### src/rtl/acc_cpu_pkg.sv
package acc_cpu_pkg;

    localparam int WORD_W = 16;
    localparam int OPC_W  = 3;
    localparam int AFLD_W = WORD_W - OPC_W;
    localparam int UPC_W  = 5;

    typedef enum logic [OPC_W-1:0] {
        OP_HALT = 3'd0,
        OP_JMP  = 3'd1,
        OP_JZ   = 3'd2,
        OP_ADD  = 3'd3,
        OP_SUB  = 3'd4,
        OP_LD   = 3'd5,
        OP_ST   = 3'd6,
        OP_NOP  = 3'd7
    } opcode_e;

    typedef enum logic [2:0] {
        BS_NONE = 3'd0,
        BS_PC   = 3'd1,
        BS_ACC  = 3'd2,
        BS_IRA  = 3'd3,
        BS_BUF  = 3'd4,
        BS_ALU  = 3'd5,
        BS_RAM  = 3'd6
    } bus_src_e;

    localparam int NUM_SRC = 7;

    typedef enum logic [1:0] {
        ALU_PASS = 2'd0,
        ALU_ADD  = 2'd1,
        ALU_SUB  = 2'd2
    } alu_op_e;

    typedef enum logic [1:0] {
        SQ_NEXT     = 2'd0,
        SQ_FETCH    = 2'd1,
        SQ_DISPATCH = 2'd2,
        SQ_HOLD     = 2'd3
    } seq_e;

    typedef struct packed {
        bus_src_e src;
        logic     ld_mar;
        logic     ld_buf;
        logic     ld_ir;
        logic     ld_arg;
        logic     ld_acc;
        logic     ld_pc;
        logic     ld_pcz;
        logic     pc_inc;
        logic     ram_we;
        alu_op_e  alu;
        seq_e     seq;
    } uword_t;

    // microroutine entry points
    localparam logic [UPC_W-1:0] U_HALT = 5'd4;
    localparam logic [UPC_W-1:0] U_JMP  = 5'd5;
    localparam logic [UPC_W-1:0] U_JZ   = 5'd6;
    localparam logic [UPC_W-1:0] U_ADD  = 5'd7;
    localparam logic [UPC_W-1:0] U_SUB  = 5'd10;
    localparam logic [UPC_W-1:0] U_LD   = 5'd13;
    localparam logic [UPC_W-1:0] U_ST   = 5'd15;
    localparam logic [UPC_W-1:0] U_NOP  = 5'd17;

    function automatic logic [UPC_W-1:0] dispatch_base(opcode_e op);
        case (op)
            OP_HALT: return U_HALT;
            OP_JMP:  return U_JMP;
            OP_JZ:   return U_JZ;
            OP_ADD:  return U_ADD;
            OP_SUB:  return U_SUB;
            OP_LD:   return U_LD;
            OP_ST:   return U_ST;
            default: return U_NOP;
        endcase
    endfunction

    function automatic uword_t ucode_word(logic [UPC_W-1:0] a);
        uword_t w;
        w     = '0;
        w.seq = SQ_NEXT;
        case (a)
            5'd0:  begin w.src = BS_PC;  w.ld_mar = 1'b1; end
            5'd1:  begin w.src = BS_RAM; w.ld_buf = 1'b1; end
            5'd2:  begin w.src = BS_BUF; w.ld_ir = 1'b1; w.pc_inc = 1'b1; end
            5'd3:  begin w.seq = SQ_DISPATCH; end
            5'd4:  begin w.seq = SQ_HOLD; end
            5'd5:  begin w.src = BS_IRA; w.ld_pc = 1'b1; w.seq = SQ_FETCH; end
            5'd6:  begin w.src = BS_IRA; w.ld_pcz = 1'b1; w.seq = SQ_FETCH; end
            5'd7:  begin w.src = BS_IRA; w.ld_mar = 1'b1; end
            5'd8:  begin w.src = BS_RAM; w.ld_arg = 1'b1; end
            5'd9:  begin w.src = BS_ALU; w.alu = ALU_ADD; w.ld_acc = 1'b1; w.seq = SQ_FETCH; end
            5'd10: begin w.src = BS_IRA; w.ld_mar = 1'b1; end
            5'd11: begin w.src = BS_RAM; w.ld_arg = 1'b1; end
            5'd12: begin w.src = BS_ALU; w.alu = ALU_SUB; w.ld_acc = 1'b1; w.seq = SQ_FETCH; end
            5'd13: begin w.src = BS_IRA; w.ld_mar = 1'b1; end
            5'd14: begin w.src = BS_RAM; w.ld_acc = 1'b1; w.seq = SQ_FETCH; end
            5'd15: begin w.src = BS_IRA; w.ld_mar = 1'b1; end
            5'd16: begin w.src = BS_ACC; w.ram_we = 1'b1; w.seq = SQ_FETCH; end
            5'd17: begin w.seq = SQ_FETCH; end
            default: begin w.seq = SQ_FETCH; end
        endcase
        return w;
    endfunction

    function automatic logic [WORD_W-1:0] alu_eval(alu_op_e op, logic [WORD_W-1:0] a,
                                                   logic [WORD_W-1:0] b);
        case (op)
            ALU_ADD: return a + b;
            ALU_SUB: return a - b;
            default: return a;
        endcase
    endfunction

endpackage

### src/rtl/ucode_rom.sv
module ucode_rom
    import acc_cpu_pkg::*;
(
    input  logic [UPC_W-1:0] upc,
    output uword_t           mi
);
    always_comb mi = ucode_word(upc);
endmodule

### src/rtl/useq.sv
module useq
    import acc_cpu_pkg::*;
(
    input  logic             clk,
    input  logic             rst,
    input  seq_e             seq,
    input  logic [OPC_W-1:0] opc,
    output logic [UPC_W-1:0] upc,
    output logic             halted
);
    logic [UPC_W-1:0] upc_nx;

    always_comb begin
        case (seq)
            SQ_FETCH:    upc_nx = '0;
            SQ_DISPATCH: upc_nx = dispatch_base(opcode_e'(opc));
            SQ_HOLD:     upc_nx = upc;
            default:     upc_nx = upc + 1'b1;
        endcase
    end

    always_ff @(posedge clk) begin
        if (rst) upc <= '0;
        else     upc <= upc_nx;
    end

    assign halted = (seq == SQ_HOLD);

    AST_HALT_STICKY: assert property (@(posedge clk) disable iff (rst)
        halted |=> halted);
    AST_FETCH_RESTART: assert property (@(posedge clk) disable iff (rst)
        (seq == SQ_FETCH) |=> (upc == '0));
endmodule

### src/rtl/dpath.sv
module dpath
    import acc_cpu_pkg::*;
#(
    parameter int RAM_AW = 8
)(
    input  logic              clk,
    input  logic              rst,
    input  uword_t            mi,
    input  logic [WORD_W-1:0] ram_rd,
    output logic [WORD_W-1:0] bus,
    output logic [RAM_AW-1:0] mar,
    output logic [OPC_W-1:0]  ir_opc,
    output logic [WORD_W-1:0] acc,
    output logic [WORD_W-1:0] pc
);
    logic [WORD_W-1:0] ir, arg, bufr, alu_y;
    logic [WORD_W-1:0] srcval [NUM_SRC];
    logic [NUM_SRC-1:0] drv;

    assign alu_y = alu_eval(mi.alu, acc, arg);

    always_comb begin
        srcval[BS_NONE] = '0;
        srcval[BS_PC]   = pc;
        srcval[BS_ACC]  = acc;
        srcval[BS_IRA]  = {{OPC_W{1'b0}}, ir[AFLD_W-1:0]};
        srcval[BS_BUF]  = bufr;
        srcval[BS_ALU]  = alu_y;
        srcval[BS_RAM]  = ram_rd;
    end

    for (genvar k = 0; k < NUM_SRC; k++) begin : g_drv
        assign drv[k] = (mi.src == bus_src_e'(k));
    end

    always_comb begin
        bus = '0;
        for (int k = 1; k < NUM_SRC; k++)
            bus = bus | ({WORD_W{drv[k]}} & srcval[k]);
    end

    always_ff @(posedge clk) begin
        if (rst) begin
            pc   <= '0;
            acc  <= '0;
            ir   <= '0;
            arg  <= '0;
            bufr <= '0;
            mar  <= '0;
        end else begin
            if (mi.ld_mar) mar  <= bus[RAM_AW-1:0];
            if (mi.ld_buf) bufr <= bus;
            if (mi.ld_ir)  ir   <= bus;
            if (mi.ld_arg) arg  <= bus;
            if (mi.ld_acc) acc  <= bus;
            if (mi.ld_pc || (mi.ld_pcz && acc == '0)) pc <= bus;
            else if (mi.pc_inc)                       pc <= pc + 1'b1;
        end
    end

    assign ir_opc = ir[WORD_W-1:AFLD_W];

    AST_ONE_DRIVER: assert property (@(posedge clk) disable iff (rst)
        $onehot0(drv[NUM_SRC-1:1]));
    AST_PC_STEP: assert property (@(posedge clk) disable iff (rst)
        mi.pc_inc |=> (pc == $past(pc) + 1'b1));
    AST_JZ_HOLD: assert property (@(posedge clk) disable iff (rst)
        (mi.ld_pcz && acc != '0) |=> (pc == $past(pc)));
    AST_JZ_TAKE: assert property (@(posedge clk) disable iff (rst)
        (mi.ld_pcz && acc == '0) |=> (pc == $past(bus)));
    AST_ACC_KEEP: assert property (@(posedge clk) disable iff (rst)
        !mi.ld_acc |=> $stable(acc));
endmodule

### src/rtl/wram.sv
module wram #(
    parameter int AW = 8,
    parameter int DW = 16
)(
    input  logic          clk,
    input  logic          we,
    input  logic [AW-1:0] waddr,
    input  logic [DW-1:0] wdata,
    input  logic [AW-1:0] raddr,
    output logic [DW-1:0] rdata
);
    localparam int DEPTH = 1 << AW;
    logic [DW-1:0] mem [DEPTH];

    always_ff @(posedge clk) begin
        if (we) mem[waddr] <= wdata;
    end

    assign rdata = mem[raddr];
endmodule

### src/rtl/acc_cpu.sv
module acc_cpu
    import acc_cpu_pkg::*;
#(
    parameter int RAM_AW = 8
)(
    input  logic              clk,
    input  logic              rst,
    input  logic              load_en,
    input  logic [RAM_AW-1:0] load_addr,
    input  logic [WORD_W-1:0] load_data,
    output logic [WORD_W-1:0] acc_q,
    output logic [WORD_W-1:0] pc_q,
    output logic              halted
);
    uword_t            mi;
    logic [UPC_W-1:0]  upc;
    logic [OPC_W-1:0]  ir_opc;
    logic [WORD_W-1:0] bus, ram_rd, wdata;
    logic [RAM_AW-1:0] mar, waddr;
    logic              we;

    ucode_rom u_rom (.upc(upc), .mi(mi));

    useq u_seq (
        .clk(clk), .rst(rst), .seq(mi.seq), .opc(ir_opc),
        .upc(upc), .halted(halted)
    );

    dpath #(.RAM_AW(RAM_AW)) u_dp (
        .clk(clk), .rst(rst), .mi(mi), .ram_rd(ram_rd), .bus(bus),
        .mar(mar), .ir_opc(ir_opc), .acc(acc_q), .pc(pc_q)
    );

    // program loading only while reset holds the sequencer
    assign we    = rst ? load_en   : mi.ram_we;
    assign waddr = rst ? load_addr : mar;
    assign wdata = rst ? load_data : bus;

    wram #(.AW(RAM_AW), .DW(WORD_W)) u_ram (
        .clk(clk), .we(we), .waddr(waddr), .wdata(wdata),
        .raddr(mar), .rdata(ram_rd)
    );

    AST_HALT_FREEZE: assert property (@(posedge clk) disable iff (rst)
        halted |=> ($stable(pc_q) && $stable(acc_q)));
    AST_STORE_FROM_ACC: assert property (@(posedge clk) disable iff (rst)
        mi.ram_we |-> (bus == acc_q));
endmodule

### config.mk
export PLATFORM = sky130hd
export DESIGN_NAME = acc_cpu
export DESIGN_NICKNAME = d
export VERILOG_FILES = /design/src/rtl/acc_cpu_pkg.sv /design/src/rtl/ucode_rom.sv /design/src/rtl/useq.sv /design/src/rtl/dpath.sv /design/src/rtl/wram.sv /design/src/rtl/acc_cpu.sv
export SDC_FILE = /design/constraint.sdc
export NUM_CORES = 2
export LEC_CHECK = 0
export BUFFER_PORTS_ARGS = -buffer_cell sky130_fd_sc_hd__buf_2
export CELL_PAD_IN_SITES_DETAIL_PLACEMENT = 1
export CELL_PAD_IN_SITES_GLOBAL_PLACEMENT = 1
export CORE_ASPECT_RATIO = 0.75
export CORE_UTILIZATION = 35
export CTS_CLUSTER_DIAMETER = 40
export CTS_CLUSTER_SIZE = 40
export DETAILED_ROUTE_END_ITERATION = 12
export PLACE_DENSITY = 0.58
export SLEW_MARGIN = 15
export SYNTH_ARGS = -nofsm -noshare
export SYNTH_HDL_FRONTEND = slang
export SYNTH_HIERARCHICAL = 1
export SYNTH_SLANG_ARGS = --single-unit
### constraint.sdc
create_clock -name clk -period 7.9 [get_ports clk]
set_clock_uncertainty 0.05 [all_clocks]
set_input_delay 1.58 -clock clk [delete_from_list [all_inputs] [get_ports clk]]
set_output_delay 1.58 -clock clk [all_outputs]
set_load 0.01 [all_outputs]
Word level (Yosys, flattened, before mapping)
Memories as Yosys holds them, arrays and structs flattened. A register that Yosys moved wholly into a read port is not among the register bits.
Index checks and enable logic that the tools add are counted.
W data, S select, Z words.
- bitwise logic cells: 11
- multiplexer cells: 23
- reductions and logical operators: 13
- eq/ne operators: 33
- add/subtract/negate cells: 4
- operators by type and width (operator ; number):
    $and A16 B16 Y16 ; 5
    $or A16 B16 Y16 ; 5
    $mux W16 ; 3
    $eq A5 B4 Y1 const B ; 8
    $pmux W5 S7 ; 1
    $pmux W16 S2 ; 1
    $mux W8 ; 3
    $eq A5 B3 Y1 const B ; 4
    $eq A3 B3 Y1 const B ; 6
    $pmux W3 S6 ; 1
    $add A16 B1 Y16 const B ; 1
    $add A16 B16 Y16 ; 1
    $and A16 B13 Y16 ; 1
    $logic_not A16 Y1 ; 1
    $sub A16 B16 Y16 ; 1
    $pmux W5 S3 ; 1
    $eq A3 B2 Y1 const B ; 4
    $mux W1 ; 11
    $eq A5 B2 Y1 const B ; 2
    $reduce_or A9 Y1 ; 1
    $eq A2 B2 Y1 const B ; 3
    $eq A3 B1 Y1 const B ; 2
    $pmux W2 S3 ; 1
    $reduce_or A6 Y1 ; 1
    14 further kinds ; 16
- flip-flop bits (word level): 93
- bits of input ports: 27
- output and inout port bits: 33
- memories: 1
- memory bits (writable): 4096
- logic and storage cells: 92
- memories (memory ; depth ; bits a word ; rd ports ; clocked after Yosys merged registers in ; write ports ; line ; source):
    u_ram.mem ; 256 ; 16 ; 1 ; 1 ; 1 ; wram.sv:13 ; logic [DW-1:0] mem [DEPTH];

Logic depth before layout (Yosys ltp)
- depth in word-level cells: 12
- mapped depth: 18
- depth with buffers taken out: 15

Cells and area by module
Netlist, hierarchy kept.
- by module, submodules not included (module ; area an instance (µm²) ; times used ; cells an instance ; sequential area each (µm²)):
    wram ; 158394.4 ; 1 ; 7344 ; 122998.0
    dpath ; 5271.3 ; 1 ; 648 ; 1761.7
    acc_cpu ; 407.9 ; 1 ; 28 ; 0.0
    useq ; 374.1 ; 1 ; 44 ; 100.1
    ucode_rom ; 281.5 ; 1 ; 46 ; 0.0

Worst setup path after synthesis
Ideal clock, no wire load.
- kind: flip-flop to flip-flop
- start: register u_seq.upc[4]
- end: memory u_ram.mem[0][15], data pin
- setup time: 0.557 ns
- buffers on the path: 2
- required time: 7.293 ns
- period minus slack after synthesis: 5.589 ns
- stages on the path, launching flop included: 17
- arrival time: 4.982 ns
- setup slack: 2.311 ns
- path through: dfxtp_1 buf_1 nor3_1 inv_1 ha_1 clkbuf_1 nor2_1 xnor2_1 ha_1 a21oi_1 o21ai_0 a221oi_1 o21ai_2 mux2i_1 a2bb2oi_1 o211ai_1 mux2_2
- RTL lines (element ; line ; source):
    start, declared ; useq.sv:8 ; output logic [UPC_W-1:0] upc,
    start signal, assigned ; useq.sv:24 ; else upc <= upc_nx;
    end, declared ; wram.sv:13 ;

==> metrics.yaml <==
power_and_ir_drop:
  p_switching_mw: 19.1
  pwr-share-clk_pct: 35.7
  peakVddDrop_mv: 0.250
  swShare_pct: 30.5
  combinationalPowerShare_pct: 22.0
  seqPwrFrac_pct: 42.4
  powerDensity_nw_per_um2: 328
  p_int_mw: 43.6
  power_leakage_nw: 58.6
cts:
  cts_resized: 0
  holdBufCountCts: 0
  cts.sink_count: 4189
  cts_made_buffers: 460
  cts_tree: "done"
  clkLatencyLatePin_ns: 1.06
  cts_setup_buffers: 0
  cts_max_path_buffers: 4
  clk_pin_slew_ns: 0.06
  htree_levels: 5
  root_buffer: "clkbuf_16"
placement:
  portBuffers: 59
  gp_congestion: 0.866
  hpwl_microns: 312000
setup_path:
  cp.arrival_ns: 7.95
  crit_path_start_kind: "register"
  critPathBufInv: 4
  worstPathCellList: "buf_4 -> buf_4 -> mux4_2 -> mux4_2 -> a22o_1 -> o32ai_1 -> nor4_1 -> a21oi_1 -> o211ai_1 -> a21oi_1 -> inv_1 -> mux2_8 -> buf_12"
  crit_path_top_delay_cell: "o32ai_1"
  critPathKind: "reg2reg"
  cp_top_family: "compound AO/OA/AOI/OAI gates"
  rrSetupSlack_ns: 0.56
  max_stage_delay_ns: 1.04
  crit_fanout: 114
  endpoint_kind: "register"
  required_ns: 8.51
timing:
  min_period_ns: 7.34
  maxSlewHeadroom_pct: 8.37
  setup-tns-final_ns: 0
  setup_viol: 0
  worstMarginPinSlew_ns: 1.37
  finalCritPeriodShare_pct: 92.9
  rsz0062_at_grt: "false"
  fmax_mhz: 136
  slew_viol_final: 0
  hold_viol: 0
routing:
  dr.first_iter.drc_count: 11400
  ant_nets: 0
  drc_errors: 0
  vias: 88000
  wl_per_cell_microns: 33.8
  wl_microns: 517000
  drtPass1Iterations: 6
  viasPerCell: 5.75
floorplanning:
  start_util_pct: 35.3
  die_x_microns: 794
  chipHeight_microns: 596
  rows: 217
  dieArea_sq_um: 473000
  core_sq_um: 467000
  ios: 60
yosys:
  synth_top_area_cell: "edfxtp_1"
  synth_cell_types: 83
  synth-edff-count: 4096
  synthFlopType: "edfxtp_1"
  seq_area_frac_synth_pct: 75.8
  ys_ff_latch: 4189
  syn_avg_cell_area_sq_um: 20.3
  syn_nets: 8159
  synth.area.top_cells: "edfxtp_1 (75%), mux4_2 (11%), mux2i_1 (3.6%)"
  synth_cells: 8110
  ys_warn_count: 6
  synthesis.area_sq_um: 165000
  synth_top_area_share_pct: 74.7
  synthArstFlopShare_pct: 0
flow_run:
  drv_cap: 0
global_route:
  antenna_found_initial: 22
  grt_overflow: 0
  grt_pass1_wl_microns: 716000
  globalRouteTotalUtil_pct: 21.3
  grt_max_degree: 163
  grt_pass1_vias: 88600
outcome:
  status: "finished, final reports clean"
layout:
  final_util_pct: 40.9
  drive_above_1_share_pct: 27.4
  nets: 8699
  num-fill-cells: 44200
  area_delta_synth_final_pct: 16.1
worst_hold_path:
  min_path_type: "reg2reg"
==> worst paths after layout <==
check / startpoint / endpoint / depth (start not counted)
hold / removal: u_dp/ir[10] / u_dp/ir[10] / 2
hold reg to reg: u_dp/ir[10] / u_dp/ir[10] / 2
setup reg to reg: u_dp/mar[1] / u_ram/mem[198][12] / 13
setup / recovery: u_dp/mar[1] / u_ram/mem[198][12] / 13
==> worst reg2reg max path: stages, from the launching register on <==
cell and delay (ns):
dfxtp_4 0.71, buf_4 0.58, buf_4 0.62, mux4_2 0.45, mux4_2 0.51, a22o_1 0.34, o32ai_1 1.05, nor4_1 0.40
a21oi_1 0.28, o211ai_1 0.12, a21oi_1 0.66, inv_1 0.13, mux2_8 0.51, buf_12 0.42
==> state kept, by name, summed over array words and instances, names as in the netlist <==
signal,count
u_ram/mem,4096
u_dp/acc,16
u_dp/arg,16
u_dp/bufr,16
u_dp/ir,16
u_dp/pc,16
u_dp/mar,8
u_seq/upc,5
==> cells in the mapped netlist (11+ instances only) <==
master and instances:
inv_1 38, o21ai_0 56, nor2_1 424, a22oi_1 52, a31oi_1 15, a221oi_1 42
o32ai_1 21, nand4_1 32, buf_1 32, a211oi_1 101, nor4_1 22, buf_4 30
nor3_1 102, and3_1 17, a22o_1 32, nor2b_1 24, mux2_4 20, mux2_2 98
buf_2 81, buf_6 78, nand2b_1 13, buf_8 11, clkbuf_1 269, o22ai_1 154
dfxtp_1 93, nand3_1 52, o31ai_1 16, mux4_2 797, xnor2_1 30, mux2i_1 588
nand2_1 61, a21oi_1 210, ha_1 21, xor2_1 12, edfxtp_1 4096, o221ai_1 254
==> cell type report <==
| class | count | area (sq um) | area share (%) |
|---|---|---|---|
| antenna | 8 | 20.0 | 0.0105 |
| sequential | 4189 | 125000 | 65.3 |
| clock inverter | 356 | 3970 | 2.07 |
| multi-input combinational | 3374 | 37600 | 19.7 |
| timing repair buffer | 586 | 4950 | 2.59 |
| clock buffer | 506 | 11900 | 6.22 |
| tap | 6241 | 7810 | 4.08 |
| inverter | 39 | 159 | 0.0831 |
==> cells by family after synthesis <==
logic type / count (synthesis) / share of synthesized area [%]
muxes: 1503 / 15.3
AOI/OAI and AO/OA: 1004 / 4.35
xor gates and xnor gates: 43 / 0.233
adders and majority gates: 22 / 0.172
and+or+nand+nor: 802 / 2.25
buffers and inverters: 547 / 1.88
DFF: 4189 / 75.8
==> power groups by stage <==
stage | logic (mW) | registers [mW] | clock network (mW)
finish | 13.8 | 26.6 | 22.3
global placement | 13.4 | 27.0 | 0
CTS | 13.7 | 26.5 | 22.7
global route | 14.4 | 26.6 | 23.4
detailed placement | 13.7 | 27.0 | 0
floorplan | 8.12 | 27.0 | 0
==> routing by layer <==
metal / share of wire [%] / vias up / routed length, microns / GRT usage (%)
li1: - / 35200 / - / -
met1: 45 / 48100 / 232000 / 32.2
met2: 43 / 4076 / 223000 / 31.1
met3: 9.5 / 670 / 49200 / 4.72
met4: 2.6 / 2 / 13400 / 5.28
met5: 0.0027 / - / 14 / 0
==> placed cells by master, fill, tap and decap left out, drive strengths merged, types with 17 or more instances in the layout <==
master    instances
mux4            797
nand3            52
nand2            61
mux2i           588
nor2b            24
buf             586
bufinv           46
and3             17
clkinvlp         49
ha               21
o221ai          255
nand4            32
nor2            424
nor4             23
dfxtp            93
o21ai            60
inv             124
a21oi           210
a211oi          101
o22ai           154
a221oi           42
xnor2            31
a22oi            52
nor3            103
clkinv          176
edfxtp         4096
a22o             32
o32ai            22
mux2            118
clkbuf          506
==> stage by stage <==
stage / hold slack [ns] / total power [mW] / std cells / worst slack [ns] / area (sq um)
finish: 0.442 / 62.7 / 15300 / 0.561 / 191000
global route: 0.461 / 64.4 / 15300 / 0.760 / 191000
CTS: 0.442 / 62.9 / 15300 / 0.823 / 191000
detailed placement: 0.434 / 40.7 / 14400 / 0.859 / 175000
global placement: 0.422 / 40.4 / 14400 / 0.395 / 175000
floorplan: 0.410 / 35.1 / 8110 / 2.31 / 165000
No activity file was read; power rests on OpenSTA's default activity.
